## src/rtl/sbs_pkg.sv

```systemverilog
// Package sbs_pkg
// Shared types for the packed subtest sequencer.
// Assumes: nothing beyond the 1800-2017 language.
package sbs_pkg;
    typedef enum logic {
        SEQ_IDLE = 1'b0,
        SEQ_RUN  = 1'b1
    } seq_state_e;
endpackage

```

## src/rtl/sbs_prog_store.sv

```systemverilog
// Module sbs_prog_store
// Holds the program registers and selects one packed slot for the issue port.
// Assumes: NUM_REGS is a power of two; slot 0 of each register is in its top bits.
module sbs_prog_store #(
    parameter int NUM_REGS      = 8,
    parameter int SLOTS_PER_REG = 4,
    parameter int SLOT_W        = 16
) (
    input  logic                                        clk,
    input  logic                                        rst_n,
    input  logic                                        wr_en,
    input  logic [$clog2(NUM_REGS)-1:0]                 wr_idx,
    input  logic [SLOTS_PER_REG*SLOT_W-1:0]             wr_data,
    input  logic                                        lock,
    input  logic [$clog2(NUM_REGS*SLOTS_PER_REG)-1:0]   rd_slot,
    output logic [SLOT_W-1:0]                           rd_desc
);
    localparam int REG_W     = SLOTS_PER_REG * SLOT_W;
    localparam int NUM_SLOTS = NUM_REGS * SLOTS_PER_REG;

    logic [REG_W-1:0]  prog_q    [NUM_REGS];
    logic [SLOT_W-1:0] slot_flat [NUM_SLOTS];

    // Register write: accepted only while no run holds the lock.
    always_ff @(posedge clk) begin
        if (!rst_n) begin
            for (int r = 0; r < NUM_REGS; r++) begin
                prog_q[r] <= '0;
            end
        end else if (wr_en && !lock) begin
            prog_q[wr_idx] <= wr_data;
        end
    end

    // Unpack every register into a flat slot list, slot 0 taken from the top bits.
    for (genvar r = 0; r < NUM_REGS; r++) begin : g_reg
        for (genvar j = 0; j < SLOTS_PER_REG; j++) begin : g_slot
            assign slot_flat[r*SLOTS_PER_REG + j] = prog_q[r][REG_W-1-j*SLOT_W -: SLOT_W];
        end
    end

    // Slot select for the issue port.
    always_comb begin
        rd_desc = slot_flat[rd_slot];
    end
endmodule

```

## src/rtl/sbs_ctrl.sv

```systemverilog
// Module sbs_ctrl
// Run control: launches, steps on each acknowledge, ends on the flagged or last slot.
// Assumes: stop outranks start and acknowledge; errors are sampled only with an acknowledge.
module sbs_ctrl
    import sbs_pkg::*;
#(
    parameter int NUM_SLOTS = 32,
    parameter int SLOT_W    = 16,
    parameter int DONE_BIT  = 15
) (
    input  logic                          clk,
    input  logic                          rst_n,
    input  logic                          start,
    input  logic                          stop,
    input  logic                          ack,
    input  logic                          err,
    input  logic [SLOT_W-1:0]             desc,
    output logic                          running,
    output logic [$clog2(NUM_SLOTS)-1:0]  slot,
    output logic                          launch,
    output logic                          finish,
    output logic                          finish_fail
);
    localparam int SIDX_W = $clog2(NUM_SLOTS);
    localparam logic [SIDX_W-1:0] LAST_SLOT = SIDX_W'(NUM_SLOTS - 1);

    seq_state_e        state_q;
    logic [SIDX_W-1:0] slot_q;
    logic              err_q;
    logic              accept;
    logic              at_end;

    // Decode of this cycle's events.
    always_comb begin
        running     = (state_q == SEQ_RUN);
        accept      = running && ack && !stop;
        at_end      = desc[DONE_BIT] || (slot_q == LAST_SLOT);
        launch      = !running && start && !stop;
        finish      = accept && at_end;
        finish_fail = err_q || err;
        slot        = slot_q;
    end

    // State, slot pointer and sticky error of the current run.
    always_ff @(posedge clk) begin
        if (!rst_n) begin
            state_q <= SEQ_IDLE;
            slot_q  <= '0;
            err_q   <= 1'b0;
        end else begin
            case (state_q)
                SEQ_IDLE: begin
                    if (launch) begin
                        state_q <= SEQ_RUN;
                        slot_q  <= '0;
                        err_q   <= 1'b0;
                    end
                end
                SEQ_RUN: begin
                    if (stop) begin
                        state_q <= SEQ_IDLE;
                    end else if (accept) begin
                        err_q <= err_q || err;
                        if (at_end) begin
                            state_q <= SEQ_IDLE;
                        end else begin
                            slot_q <= slot_q + 1'b1;
                        end
                    end
                end
                default: state_q <= SEQ_IDLE;
            endcase
        end
    end
endmodule

```

## src/rtl/sbs_status.sv

```systemverilog
// Module sbs_status
// Done and fail flags of the last finished run.
// Assumes: launch and finish never occur in the same cycle.
module sbs_status (
    input  logic clk,
    input  logic rst_n,
    input  logic launch,
    input  logic finish,
    input  logic finish_fail,
    input  logic clear,
    input  logic running,
    output logic done,
    output logic fail
);
    // Outcome flags: cleared on launch, set on finish, clearable only while idle.
    always_ff @(posedge clk) begin
        if (!rst_n) begin
            done <= 1'b0;
            fail <= 1'b0;
        end else if (launch) begin
            done <= 1'b0;
            fail <= 1'b0;
        end else if (finish) begin
            done <= !finish_fail;
            fail <= finish_fail;
        end else if (clear && !running) begin
            done <= 1'b0;
            fail <= 1'b0;
        end
    end
endmodule

```

## src/rtl/sbs_sequencer.sv

```systemverilog
// Module sbs_sequencer
// Top of the packed subtest sequencer: program store, run control and status.
// Assumes: one descriptor in flight; the engine acknowledges each one exactly once.
module sbs_sequencer #(
    parameter int NUM_REGS      = 8,
    parameter int SLOTS_PER_REG = 4,
    parameter int SLOT_W        = 16,
    parameter int DONE_BIT      = 15
) (
    input  logic                                        clk,
    input  logic                                        rst_n,
    input  logic                                        prog_we,
    input  logic [$clog2(NUM_REGS)-1:0]                 prog_sel,
    input  logic [SLOTS_PER_REG*SLOT_W-1:0]             prog_wdata,
    input  logic                                        start,
    input  logic                                        stop,
    input  logic                                        status_clr,
    output logic                                        issue_valid,
    output logic [$clog2(NUM_REGS*SLOTS_PER_REG)-1:0]   issue_slot,
    output logic [SLOT_W-1:0]                           issue_desc,
    input  logic                                        issue_ack,
    input  logic                                        issue_err,
    output logic                                        busy,
    output logic                                        done,
    output logic                                        fail
);
    localparam int NUM_SLOTS = NUM_REGS * SLOTS_PER_REG;
    localparam int SIDX_W    = $clog2(NUM_SLOTS);

    logic              running;
    logic              launch;
    logic              finish;
    logic              finish_fail;
    logic [SIDX_W-1:0] slot;

    sbs_prog_store #(
        .NUM_REGS      (NUM_REGS),
        .SLOTS_PER_REG (SLOTS_PER_REG),
        .SLOT_W        (SLOT_W)
    ) u_store (
        .clk     (clk),
        .rst_n   (rst_n),
        .wr_en   (prog_we),
        .wr_idx  (prog_sel),
        .wr_data (prog_wdata),
        .lock    (running),
        .rd_slot (slot),
        .rd_desc (issue_desc)
    );

    sbs_ctrl #(
        .NUM_SLOTS (NUM_SLOTS),
        .SLOT_W    (SLOT_W),
        .DONE_BIT  (DONE_BIT)
    ) u_ctrl (
        .clk         (clk),
        .rst_n       (rst_n),
        .start       (start),
        .stop        (stop),
        .ack         (issue_ack),
        .err         (issue_err),
        .desc        (issue_desc),
        .running     (running),
        .slot        (slot),
        .launch      (launch),
        .finish      (finish),
        .finish_fail (finish_fail)
    );

    sbs_status u_status (
        .clk         (clk),
        .rst_n       (rst_n),
        .launch      (launch),
        .finish      (finish),
        .finish_fail (finish_fail),
        .clear       (status_clr),
        .running     (running),
        .done        (done),
        .fail        (fail)
    );

    // Port drive: the offer is open exactly while a run is in progress.
    always_comb begin
        issue_valid = running;
        issue_slot  = slot;
        busy        = running;
    end
endmodule

```

## config.mk

```make
export PLATFORM = sky130hd
export DESIGN_NAME = sbs_sequencer
export DESIGN_NICKNAME = d
export VERILOG_FILES = /design/src/rtl/sbs_pkg.sv /design/src/rtl/sbs_prog_store.sv /design/src/rtl/sbs_ctrl.sv /design/src/rtl/sbs_status.sv /design/src/rtl/sbs_sequencer.sv
export SDC_FILE = /design/constraint.sdc
export NUM_CORES = 1
export LEC_CHECK = 0
export BUFFER_PORTS_ARGS = -buffer_cell sky130_fd_sc_hd__buf_2
export CAP_MARGIN = 20
export CORE_MARGIN = 2
export CORE_UTILIZATION = 65
export DETAILED_ROUTE_END_ITERATION = 16
export PLACE_DENSITY = 0.83
export SYNTH_ARGS = -nofsm -noshare
export SYNTH_HDL_FRONTEND = slang
export SYNTH_SLANG_ARGS = --single-unit
export TNS_END_PERCENT = 30
```

## constraint.sdc

```tcl
create_clock -name clk -period 11.9 [get_ports clk]
set_input_delay 0.595 -clock clk [delete_from_list [all_inputs] [get_ports clk]]
set_output_delay 0.595 -clock clk [all_outputs]
set_load 0.02 [all_outputs]
```

After elaboration in Yosys (flattened, before gate mapping):

Memories as Yosys holds them, arrays and structs flattened.
Index checks and enable logic that the tools add are counted.

* RAM bits: 512
* logic and storage cells: 60
* bits in read-only memories: 0
* memories: 1
* bits in registers: 9
* output and inout bits: 25
* bits in latches: 0

Memory list
* u_store.prog_q: words 8, bits a word 64, rd ports 8, clocked after Yosys merged registers in 0, write ports 8, RTL line sbs_prog_store.sv:21 `logic [REG_W-1:0] prog_q [NUM_REGS];`

* div/mod/pow operators: 0
* reductions and logical operators: 17
* eq/ne operators: 5
* muxes and demuxes: 27
* order comparisons: 1
* shift operators: 0
* bitwise logic cells: 3
* multiply operators: 0
* add/sub/neg operators: 1

Operators by type and width (count)
* $bmux 16 s5: 1
* $mux 64: 1
* $reduce_or 64->1: 1
* $mux 16: 2
* $mux 5: 4
* $mux 1: 15
* $pmux 5 s2: 1
* $ne 2x2->1 const B: 4
* $logic_and 1x1->1: 7
* $ge 6x6->1 const B: 1
* $not 5->6: 1
* $add 5x1->5 const B: 1
* $eq 5x5->1 const B: 1
* $pmux 1 s2: 2
* $reduce_and 4->1: 1
* $logic_not 1->1: 3
* $mux 3: 1
* $reduce_and 3->1: 1
* $logic_or 1x1->1: 2
* $not 1->1: 2
* $reduce_bool 2->1: 1
* $reduce_or 2->1: 1

Longest topological paths before layout:

Gate-level depths: netlist of run 1.

* word-level depth: 9
* mapped depth: 9
* mapped depth without buffers: 7

Cells and area by module:

From an unflattened synthesis of run 1, not the netlist that was laid out.

* cell total of the unflattened synthesis: 1727
* area, all modules: 23941.7 sq um

By module, submodules not included
* sbs_prog_store: cells each 1667, times used 1, area each 23410.0 sq um
* sbs_ctrl: cells each 49, times used 1, area each 436.7 sq um
* sbs_status: cells each 10, times used 1, area each 87.6 sq um
* sbs_sequencer: cells each 1, times used 1, area each 7.5 sq um

Worst setup path before layout of run 1:

OpenSTA, ideal clock, no wires.

* kind: input -> register
* start: input rst_n
* end: memory u_store.prog_q[2][0] in the netlist's numbering, enable pin
* arrival time: 5621 ps
* library setup time: 574 ps
* cell stages on the path: 4
* setup slack: 5704 ps
* cells stage by stage: nand2_1 or3_1 clkbuf_1 o21ai_0

RTL lines
* start, declared: RTL line sbs_sequencer.sv:11 `input logic rst_n,`
* end, declared: RTL line sbs_prog_store.sv:21

Final worst setup path of run 1:

* start: register u_ctrl.slot_q[0], in the netlist u_ctrl.slot[0]
* end: output issue_desc[9]

* longest elaborated chain between the ends: 4

Ends and longest elaborated chain
* start, declared: RTL line sbs_ctrl.sv:28 `logic [SIDX_W-1:0] slot_q;`
* start signal, assigned: RTL line sbs_ctrl.sv:67 `slot_q <= slot_q + 1'b1;`
* $not 5->6 (not written as such): RTL line sbs_prog_store.sv:44 `rd_desc = slot_flat[rd_slot];`
* $bmux 16 s5: RTL line sbs_prog_store.sv:44
* $mux 16 (not written as such) (2 in a row): RTL line sbs_prog_store.sv:44
* end, declared: RTL line sbs_sequencer.sv:20 `output logic [SLOT_W-1:0] issue_desc,`

No other way between the ends. The select of a mux whose other input is x is not followed.

==> metrics.json, run 1 <==
{
  "dr.first_iter.drc_count": 1185,
  "fin_setup_tns_ns": 0,
  "design.die.area_um2": 37570,
  "ff2ff_path_depth": 7,
  "synth_area_um2": 23420,
  "compound_cell_area_share_of_the_yosys_netlist_pct": 0.7905,
  "combinational_family_with_the_most_area_after_synthesis": "multiplexers",
  "drt_pass1_iterations": 5,
  "cts_num_sinks": 521,
  "synthDominantCellAreaShare_pct": 65.63,
  "layout.cells.non_filler": 1981,
  "grt_setup_unrepaired": "no",
  "route.detailed.drc": 0,
  "ant_nets": 0,
  "count_of_cells_along_the_worst_hold_path": 3,
  "synthesized_area_fraction_occupied_by_and_or_nand_nor_cells_pct": 14.97,
  "number_of_hold_slack_violations_in_the_final_timing_report": 0,
  "proportion_of_layout_cells_with_a_drive_suffix_above_1_pct": 24.75,
  "post_synth_inst_count": 1401,
  "synth-edff-count": 512,
  "p_per_area_nw_per_um2": 144.1,
  "placedInstanceArea_um2": 24380,
  "dieHeight_um": 193.8,
  "postCtsResizedCells": 0,
  "clkLatencyLatePin_ns": 0.58,
  "synth.area.mux_share_pct": 15.91,
  "design.portCount": 100,
  "area.growth.synth_to_final_pct": 10.55,
  "filler_cell_count": 2170,
  "synthesis.area_per_instance_um2": 16.72,
  "core_region_area_um2": 35570,
  "globalRoute.totalOverflow": 0,
  "cts-root-buf": "sky130_fd_sc_hd__clkbuf_16",
  "die-width_um": 193.8,
  "total_number_of_vias": 12390,
  "synth.top_cells.by_area": "sky130_fd_sc_hd__edfxtp_1, sky130_fd_sc_hd__mux4_2, sky130_fd_sc_hd__and2_1",
  "dp_hpwl_um": 26680,
  "worstPathRequired_ns": 11.31,
  "worst_ir_drop_vdd_mv": 0.1372,
  "via_count_of_the_first_global_routing_pass": 12930,
  "timing.clock.skew_ns": 0.01469,
  "crit_path_start_kind": "flip-flop",
  "synth_ff_type": "sky130_fd_sc_hd__edfxtp_1",
  "synth_xor_xnor_area_share_pct": 0,
  "yosysWarningCount": 0,
  "grt_pass1_wl_um": 75490,
  "period_needed_ns": 5.344,
  "ff_latch_area_um2": 15570,
  "post_synth_fa_ha_maj_area_fraction_pct": 0.1068,
  "route.detailed.wl_per_inst_um": 24.64,
  "outcome": "finished clean",
  "path_clk_slew_ns": 0.06,
  "globalRouteTotalUtil_pct": 26.62,
  "nets": 1556,
  "multiInputGateArea_um2": 7582,
  "place.gp.congestion": 0.7813,
  "setup_viol": 0,
  "via_per_inst": 6.256,
  "max_slew.worst_pin.slew_ns": 1.051,
  "top_cells_by_count_synth": "sky130_fd_sc_hd__and2_1, sky130_fd_sc_hd__edfxtp_1, sky130_fd_sc_hd__mux4_2, sky130_fd_sc_hd__clkbuf_1, sky130_fd_sc_hd__mux2i_1",
  "crit_path_end_kind": "primary output",
  "critical_path_class": "flip-flop to primary output",
  "route.final.wire_length_um": 48810,
  "slew_viol_final": 0,
  "cp_max_fo": 48,
  "synth_seq_area_share_pct": 66.40,
  "synth.lib_cells_used.distinct": 38,
  "fp-row-count": 69,
  "hp-class": "primary input to flip-flop",
  "async_reset_ff_share_pct": 0,
  "syn_nets": 1478,
  "cts_setup_buffers": 0,
  "yosys_register_bits": 521,
  "cts_buffers": 51,
  "port_buffers": 99,
  "clock_tree_from_tritoncts": "done",
  "maximum_number_of_pins_on_one_net_before_global_route_repair": 66,
  "arrival_ns": 4.75,
  "drv.max_cap_violation_count": 0,
  "finalCritPeriodShare_pct": 44.91,
  "cts_hold_buffers": 0,
  "final_cell_area_um2": 25900,
  "cts_buffer_depth": 3,
  "cellLeakagePower_nw": 9.472,
  "f_max_mhz": 187.1,
  "antenna_found_initial": 5,
  "total_power_mw": 3.730,
  "slew_headroom_pct": 29.90,
  "most_area_hungry_cell_type_in_the_yosys_netlist": "sky130_fd_sc_hd__edfxtp_1",
  "ctsHtreeMaxLevel": 2,
  "start_util_pct": 65.86,
  "placed_cells_incl_taps": 1886
}
[layout make-up]
type | count | area share (%)
Sequential cell | 521 | 60.11
Multi-Input combinational cell | 784 | 29.28
Clock buffer | 59 | 5.044
Timing Repair Buffer | 120 | 2.570
Tap cell | 461 | 2.227
Clock inverter | 30 | 0.7006
Antenna cell | 5 | 0.04832
Inverter | 1 | 0.01449
[cell families after synthesis]
family / count (synthesis)
compound gates: 29
fa+ha+maj: 2
buf+inv: 96
flops: 521
mux: 183
simple gates: 570
[stage by stage]
step,setup WS [ns],utilization [%],hold WS [ns]
2_1_floorplan,5.704,-,0.4830
3_3_place_gp,7.110,68.53,0.4659
3_5_place_dp,7.066,68.53,0.4771
4_1_cts,6.404,72.71,0.2897
5_1_grt,6.138,72.78,0.3188
6_report,6.556,72.80,0.3040
[power by group]
group	internal (mW)	switching (mW)	total [mW]	leakage, nW
Clock	0.805	0.663	1.47	0.732
Combinational	0.0575	0.108	0.165	3.17
Sequential	2.08	0.0197	2.10	5.57
Total	2.94	0.790	3.73	9.47
[registers in the layout (all words and copies together), names as in the netlist]
signal          flops
u_ctrl.err_q        1
u_ctrl.running      1
u_ctrl.slot         5
u_status.done       1
u_status.fail       1
u_store.prog_q    512
[layout by cell type, fill, tap and decap left out, types with 12 or more instances in the layout]
| cell type | count |
|---|---|
| sky130_fd_sc_hd__mux2i_1 | 18 |
| sky130_fd_sc_hd__nand3_1 | 12 |
| sky130_fd_sc_hd__edfxtp_1 | 512 |
| sky130_fd_sc_hd__clkbuf_16 | 51 |
| sky130_fd_sc_hd__buf_4 | 20 |
| sky130_fd_sc_hd__clkinv_1 | 13 |
| sky130_fd_sc_hd__buf_2 | 99 |
| sky130_fd_sc_hd__mux2_2 | 15 |
| sky130_fd_sc_hd__and2_1 | 512 |
| sky130_fd_sc_hd__mux4_2 | 150 |
[worst paths after layout]
check                                                  from                     endpoint  slack (ns)
worst max register to register  u_ctrl.slot[0]$_SDFFE_PN0P_  u_ctrl.slot[3]$_SDFFE_PN0P_        7.81
worst min-delay path                              issue_err    u_ctrl.err_q$_SDFFE_PN0P_        0.30
worst min register to register   u_status.done$_SDFFE_PP0P_   u_status.done$_SDFFE_PP0P_        0.49
worst max-delay path            u_ctrl.slot[0]$_SDFFE_PN0P_                issue_desc[9]        6.56
[critical path: stages, from the launching register on]
cell and delay (ns):
sky130_fd_sc_hd__dfxtp_4 0.87, sky130_fd_sc_hd__buf_4 0.86, sky130_fd_sc_hd__buf_4 0.82, sky130_fd_sc_hd__mux4_2 0.61, sky130_fd_sc_hd__mux4_2 0.49, sky130_fd_sc_hd__mux2_2 0.29, sky130_fd_sc_hd__buf_2 0.16
[routing by layer]
metal	vias up	share of wire [%]	global-route usage, %	wire length (um)
met1	6408	40	37.31	19560
met2	474	51	44.25	24760
met4	2	2.4	7.688	1195
li1	5411	-	-	-
met5	-	0.027	0	13
met3	99	6.7	4.244	3273
No activity file was read; power rests on OpenSTA's default activity.
==> inputs of run 2 (changes only) <==
Settings changed: ABC_AREA set to 1, CORE_UTILIZATION 65 to 62, PLACE_DENSITY 0.83 to 0.8.
Clock period 11.9 ns to 4.95 ns, I/O delays scaled along.
==> metrics.json, run 2 <==
{
  "max_stage_delay_ns": 0.66,
  "utilization_pct": 68.55,
  "nets": 2208,
  "cts_buffers": 50,
  "cts-root-buf": "sky130_fd_sc_hd__clkbuf_16",
  "design.die.area_um2": 38400,
  "final_common_cell": "sky130_fd_sc_hd__nor2_1",
  "synth_ff_type": "sky130_fd_sc_hd__edfxtp_1",
  "cp_max_fo": 118,
  "worstPathRequired_ns": 4.70,
  "ant_nets": 0,
  "start_util_pct": 62.71,
  "fin_setup_tns_ns": 0,
  "port_buffers": 99,
  "proportion_of_layout_cells_with_a_drive_suffix_above_1_pct": 9.774,
  "number_of_antenna_repair_diodes": 0,
  "dieHeight_um": 196.0,
  "number_of_hold_slack_violations_in_the_final_timing_report": 0,
  "p_per_area_nw_per_um2": 390.0,
  "die-width_um": 196.0,
  "critical_path_class": "flip-flop to primary output",
  "antenna_found_initial": 0,
  "route.detailed.wl_per_inst_um": 21.81,
  "cts_num_sinks": 521,
  "worst_path_dominant_cell_family": "buffers and inverters",
  "via_per_inst": 6.340,
  "most_area_hungry_cell_type_in_the_yosys_netlist": "sky130_fd_sc_hd__edfxtp_1",
  "route.detailed.drc": 0,
  "f_max_mhz": 280.2,
  "synth-edff-count": 512,
  "cp_cell_sequence": "inv_6, buf_4, o21ai_0, o22ai_1, nor2_1, nor2_1, o21ai_0, a32oi_1, buf_2",
  "route.final.wire_length_um": 57500,
  "crit_path_buffers_inverters": 3,
  "setup_viol": 0,
  "maximum_number_of_pins_on_one_net_before_global_route_repair": 139,
  "dr.first_iter.drc_count": 2308,
  "worst_ir_drop_vdd_mv": 0.2925,
  "synth.top_cells.by_area": "sky130_fd_sc_hd__edfxtp_1, sky130_fd_sc_hd__nor2_1, sky130_fd_sc_hd__o21ai_0",
  "async_reset_ff_share_pct": 0,
  "post_synth_inst_count": 2125,
  "top_cells_by_count_synth": "sky130_fd_sc_hd__nor2_1, sky130_fd_sc_hd__edfxtp_1, sky130_fd_sc_hd__o21ai_0, sky130_fd_sc_hd__o221ai_1, sky130_fd_sc_hd__nand2_1",
  "synth.lib_cells_used.distinct": 27,
  "globalRoute.totalOverflow": 0,
  "syn_nets": 2202,
  "largest_register_ff_count": 512,
  "total_number_of_vias": 16720,
  "grt_pass1_wl_um": 89410,
  "crit_path_start_kind": "flip-flop",
  "arrival_ns": 3.32,
  "synth_seq_area_share_pct": 68.08,
  "dp_hpwl_um": 30220,
  "outcome": "finished clean",
  "top_register": "u_store.prog_q",
  "synth_area_um2": 22850,
  "cellLeakagePower_nw": 9.705,
  "globalRouteTotalUtil_pct": 30.12,
  "layout.cells.most_common_list": "sky130_fd_sc_hd__nor2_1, sky130_fd_sc_hd__edfxtp_1, sky130_fd_sc_hd__o21ai_0",
  "design.portCount": 100,
  "max_slew.worst_pin.slew_ns": 1.117,
  "place.gp.congestion": 0.8050,
  "finalCritPeriodShare_pct": 72.09,
  "drv.max_cap_violation_count": 0,
  "yosysWarningCount": 0,
  "clock_tree_from_tritoncts": "done",
  "synthesis.area_per_instance_um2": 10.75,
  "timing.clock.skew_ns": 0.01108,
  "core_region_area_um2": 36430,
  "slew_headroom_pct": 25.08,
  "clkLatencyLatePin_ns": 0.57,
  "crit_path_end_kind": "primary output",
  "hp-class": "primary input to flip-flop",
  "synthDominantCellAreaShare_pct": 67.29,
  "period_needed_ns": 3.568,
  "area.growth.synth_to_final_pct": 9.320,
  "path_clk_slew_ns": 0.06,
  "fp-row-count": 70,
  "drt_pass1_iterations": 8,
  "cts_setup_buffers": 0,
  "postCtsResizedCells": 0,
  "cts_buffer_depth": 3,
  "grt_setup_unrepaired": "no",
  "via_count_of_the_first_global_routing_pass": 16330,
  "yosys_register_bits": 521,
  "timing.critical_path.slowest_stage_cell": "sky130_fd_sc_hd__inv_6",
  "cts_hold_buffers": 2,
  "leading_cell_type_by_number_of_instances_after_synthesis": "sky130_fd_sc_hd__nor2_1",
  "ctsHtreeMaxLevel": 2,
  "slew_viol_final": 0
}
run 2: layer usage:
layer / vias up / GRT usage, % / part of all wire, %
met5: - / 0 / 0
met3: 148 / 4.985 / 11
met2: 1099 / 49.65 / 48
met1: 8007 / 41.04 / 38
met4: 0 / 10.89 / 2.8
li1: 7465 / - / -
run 2: power by group:
| group | total, mW | internal [mW] | switching [mW] |
|---|---|---|---|
| logic | 1.07 | 0.278 | 0.794 |
| clock network | 3.58 | 2.00 | 1.58 |
| registers | 5.09 | 5.03 | 0.0588 |
run 2: final timing paths:
check	startpoint	endpoint	slack [ns]	depth (start not counted)
min reg2reg	u_ctrl.err_q$_SDFFE_PN0P_	u_ctrl.err_q$_SDFFE_PN0P_	0.49	2
min	status_clr	u_status.done$_SDFFE_PP0P_	0.03	4
max	u_ctrl.slot[0]$_SDFFE_PN0P_	issue_desc[14]	1.38	9
max reg2reg	u_ctrl.slot[1]$_SDFFE_PN0P_	u_ctrl.slot[1]$_SDFFE_PN0P_	1.89	13
run 2: per-stage QoR:
step | hold slack (ns) | cell area, um2 | worst slack [ns] | cells | power [mW]
after floorplan | 0.4296 | 22850 | 1.857 | 2125 | 5.874
after global placement | 0.4628 | 23450 | 2.079 | 2545 | 6.183
after detailed placement | 0.4839 | 23450 | 2.032 | 2545 | 6.225
after CTS | 0.01321 | 24980 | 1.447 | 2637 | 9.735
after global routing | 0.03592 | 24980 | 1.233 | 2637 | 10.03
final | 0.03069 | 24980 | 1.382 | 2637 | 9.740
run 2: cells by family (layout without fill, tap and decap cells):
group | Yosys count | in the layout | synth area share (%)
AO/OA/AOI/OAI | 411 | 411 | 11.07
adder cells (fa/ha/maj) | 2 | 2 | 0.1095
buffers and inverters | 247 | 291 | 4.677
flip-flops | 521 | 521 | 68.08
AND/OR/NAND/NOR | 944 | 944 | 16.06
run 2: area by class of cell:
type                    instances  area (um2)
clock buffers                  68        1383
repair buffers                122       710.7
well taps                     468       585.6
flip-flops and latches        521       15560
multi-input cells            1357        6305
fillers                      2562       11460
inverters                      79       304.0
clock inverters                22       126.4
run 2: worst min-delay path: stages:
cell	delay [ns]
sky130_fd_sc_hd__buf_2	0.07
sky130_fd_sc_hd__nand2_1	0.07
sky130_fd_sc_hd__nand3_1	0.09
sky130_fd_sc_hd__a21oi_1	0.07
==> inputs of run 3 (changes only) <==
Clock period 4.95 ns to 3.3 ns, I/O delays scaled along.
==> metrics.json, run 3 (same netlist as run 2, synthesis figures left out) <==
{
  "route.final.wire_length_um": 59970,
  "crit_path_end_kind": "primary output",
  "most_crowded_layer_gr": "met2",
  "worst_ir_drop_vdd_mv": 0.5202,
  "period_needed_ns": 3.171,
  "arrival_ns": 3.01,
  "layout.cells.non_filler": 2671,
  "nets": 2241,
  "grt.met3_usage_pct": 5.329,
  "total_power_mw": 14.88,
  "globalRouteTotalUtil_pct": 31.53,
  "timing.critical_path.slowest_stage_cell": "sky130_fd_sc_hd__dfxtp_4",
  "via_count_of_the_first_global_routing_pass": 16800,
  "max_slew.worst_pin.slew_ns": 0.8707,
  "port_buffers": 99,
  "top_register": "u_store.prog_q",
  "total_number_of_vias": 17040,
  "drv.max_cap_violation_count": 0,
  "critical_path_class": "flip-flop to primary output",
  "p_per_area_nw_per_um2": 584.7,
  "cts_num_sinks": 521,
  "holdWs_ns": 0.02833,
  "finalWorstSetupSlack_ns": 0.1293,
  "finalCritPeriodShare_pct": 96.08,
  "cts_buffer_depth": 3,
  "layout.cells.most_common_list": "sky130_fd_sc_hd__nor2_1, sky130_fd_sc_hd__edfxtp_1, sky130_fd_sc_hd__o21ai_0",
  "max_stage_delay_ns": 0.60,
  "area.growth.synth_to_final_pct": 11.41,
  "timing.clock.skew_ns": 0.01670,
  "fp-row-count": 70,
  "hp-class": "primary input to flip-flop",
  "final_common_cell": "sky130_fd_sc_hd__nor2_1",
  "design.portCount": 100,
  "worst_path_dominant_cell_family": "compound AO/OA/AOI/OAI gates",
  "clock_tree_from_tritoncts": "done",
  "postCtsResizedCells": 0,
  "design.die.area_um2": 38400,
  "core_region_area_um2": 36430,
  "slew_headroom_pct": 41.95,
  "setup_viol": 0,
  "grt_pass1_wl_um": 92340,
  "cp_cell_sequence": "buf_4, o21ai_0, o22ai_1, nor2_1, nor2_1, o21ai_0, a32oi_1, buf_2",
  "cts_buffers": 50,
  "dp_hpwl_um": 33240,
  "place.gp.congestion": 0.8159,
  "clkLatencyLatePin_ns": 0.60,
  "start_util_pct": 62.71,
  "cellLeakagePower_nw": 9.954,
  "groute.layer.met2.usage_pct": 52.37,
  "cts-root-buf": "sky130_fd_sc_hd__clkbuf_16",
  "placedInstanceArea_um2": 23800,
  "groute.layer.met1.usage_pct": 42.76,
  "utilization_pct": 69.87,
  "number_of_hold_slack_violations_in_the_final_timing_report": 0,
  "antenna_found_initial": 1,
  "drt_pass1_iterations": 6,
  "dieHeight_um": 196.0,
  "maximum_number_of_pins_on_one_net_before_global_route_repair": 117,
  "via_per_inst": 6.379,
  "route.detailed.wl_per_inst_um": 22.45,
  "dr.first_iter.drc_count": 2185,
  "placed_cells_incl_taps": 2570,
  "largest_register_ff_count": 512,
  "crit_path_buffers_inverters": 2,
  "fin_setup_tns_ns": 0,
  "outcome": "finished clean",
  "worstPathRequired_ns": 3.13,
  "f_max_mhz": 315.4,
  "final_cell_area_um2": 25460,
  "slew_viol_final": 0,
  "crit_path_start_kind": "flip-flop",
  "path_clk_slew_ns": 0.06,
  "globalRoute.totalOverflow": 0,
  "route.detailed.drc": 0,
  "proportion_of_layout_cells_with_a_drive_suffix_above_1_pct": 11.04,
  "ant_nets": 0,
  "die-width_um": 196.0,
  "ctsHtreeMaxLevel": 2,
  "worst_slack_after_detailed_placement_ns": 0.8051,
  "cp_max_fo": 36,
  "grt_setup_unrepaired": "no"
}
[run 3: cell count changes in the layout (fill, tap and decap cells not counted), sizes merged]
cell and delta:
buf +25, dlygate4sd3 +8, clkbuf -7, bufinv +3
clkinv +2, diode +2, inv +2, clkinvlp -1
[run 3: layer usage]
layer | part of all wire [%] | vias to the layer above
met5 | 0 | -
met4 | 2.8 | 0
met3 | 11 | 163
met2 | 49 | 1048
met1 | 37 | 8287
li1 | - | 7541
[run 3: cell type report]
class                      count  area (um2)
tap                          468       585.6
antenna                        2       5.005
inverter                      79       302.8
multi-input combinational   1357        6305
sequential                   521       15560
clock buffer                  61        1314
fill                        2524       10980
timing repair buffer         155        1141
clock inverter                28       239.0
[run 3: worst min-delay path: cells and delay by family]
family,cells,cell delay (ns)
simple gates,3,0.32
buf+inv,1,0.08
[run 3: worst paths after layout]
kind                               start                          to  slack (ns)  depth (start not counted)
min                                start  u_status.fail$_SDFFE_PP0P_        0.03                          4
min reg2reg   u_status.fail$_SDFFE_PP0P_  u_status.fail$_SDFFE_PP0P_        0.50                          2
max reg2reg  u_ctrl.slot[0]$_SDFFE_PN0P_  u_status.done$_SDFFE_PP0P_        0.44                         15
max          u_ctrl.slot[1]$_SDFFE_PN0P_              issue_desc[13]        0.13                          8
[run 3: what timing repair did]
action	4_1_cts	5_1_grt
hold buffers	10	0
hold endpoints to repair	12	0
setup buffers	0	0
[run 3: power breakdown]
group,switching (mW),leakage (nW),total (mW),internal (mW)
Combinational,1.22,3.76,1.70,0.476
Sequential,0.0933,5.42,7.63,7.54
Clock,2.42,0.767,5.56,3.13
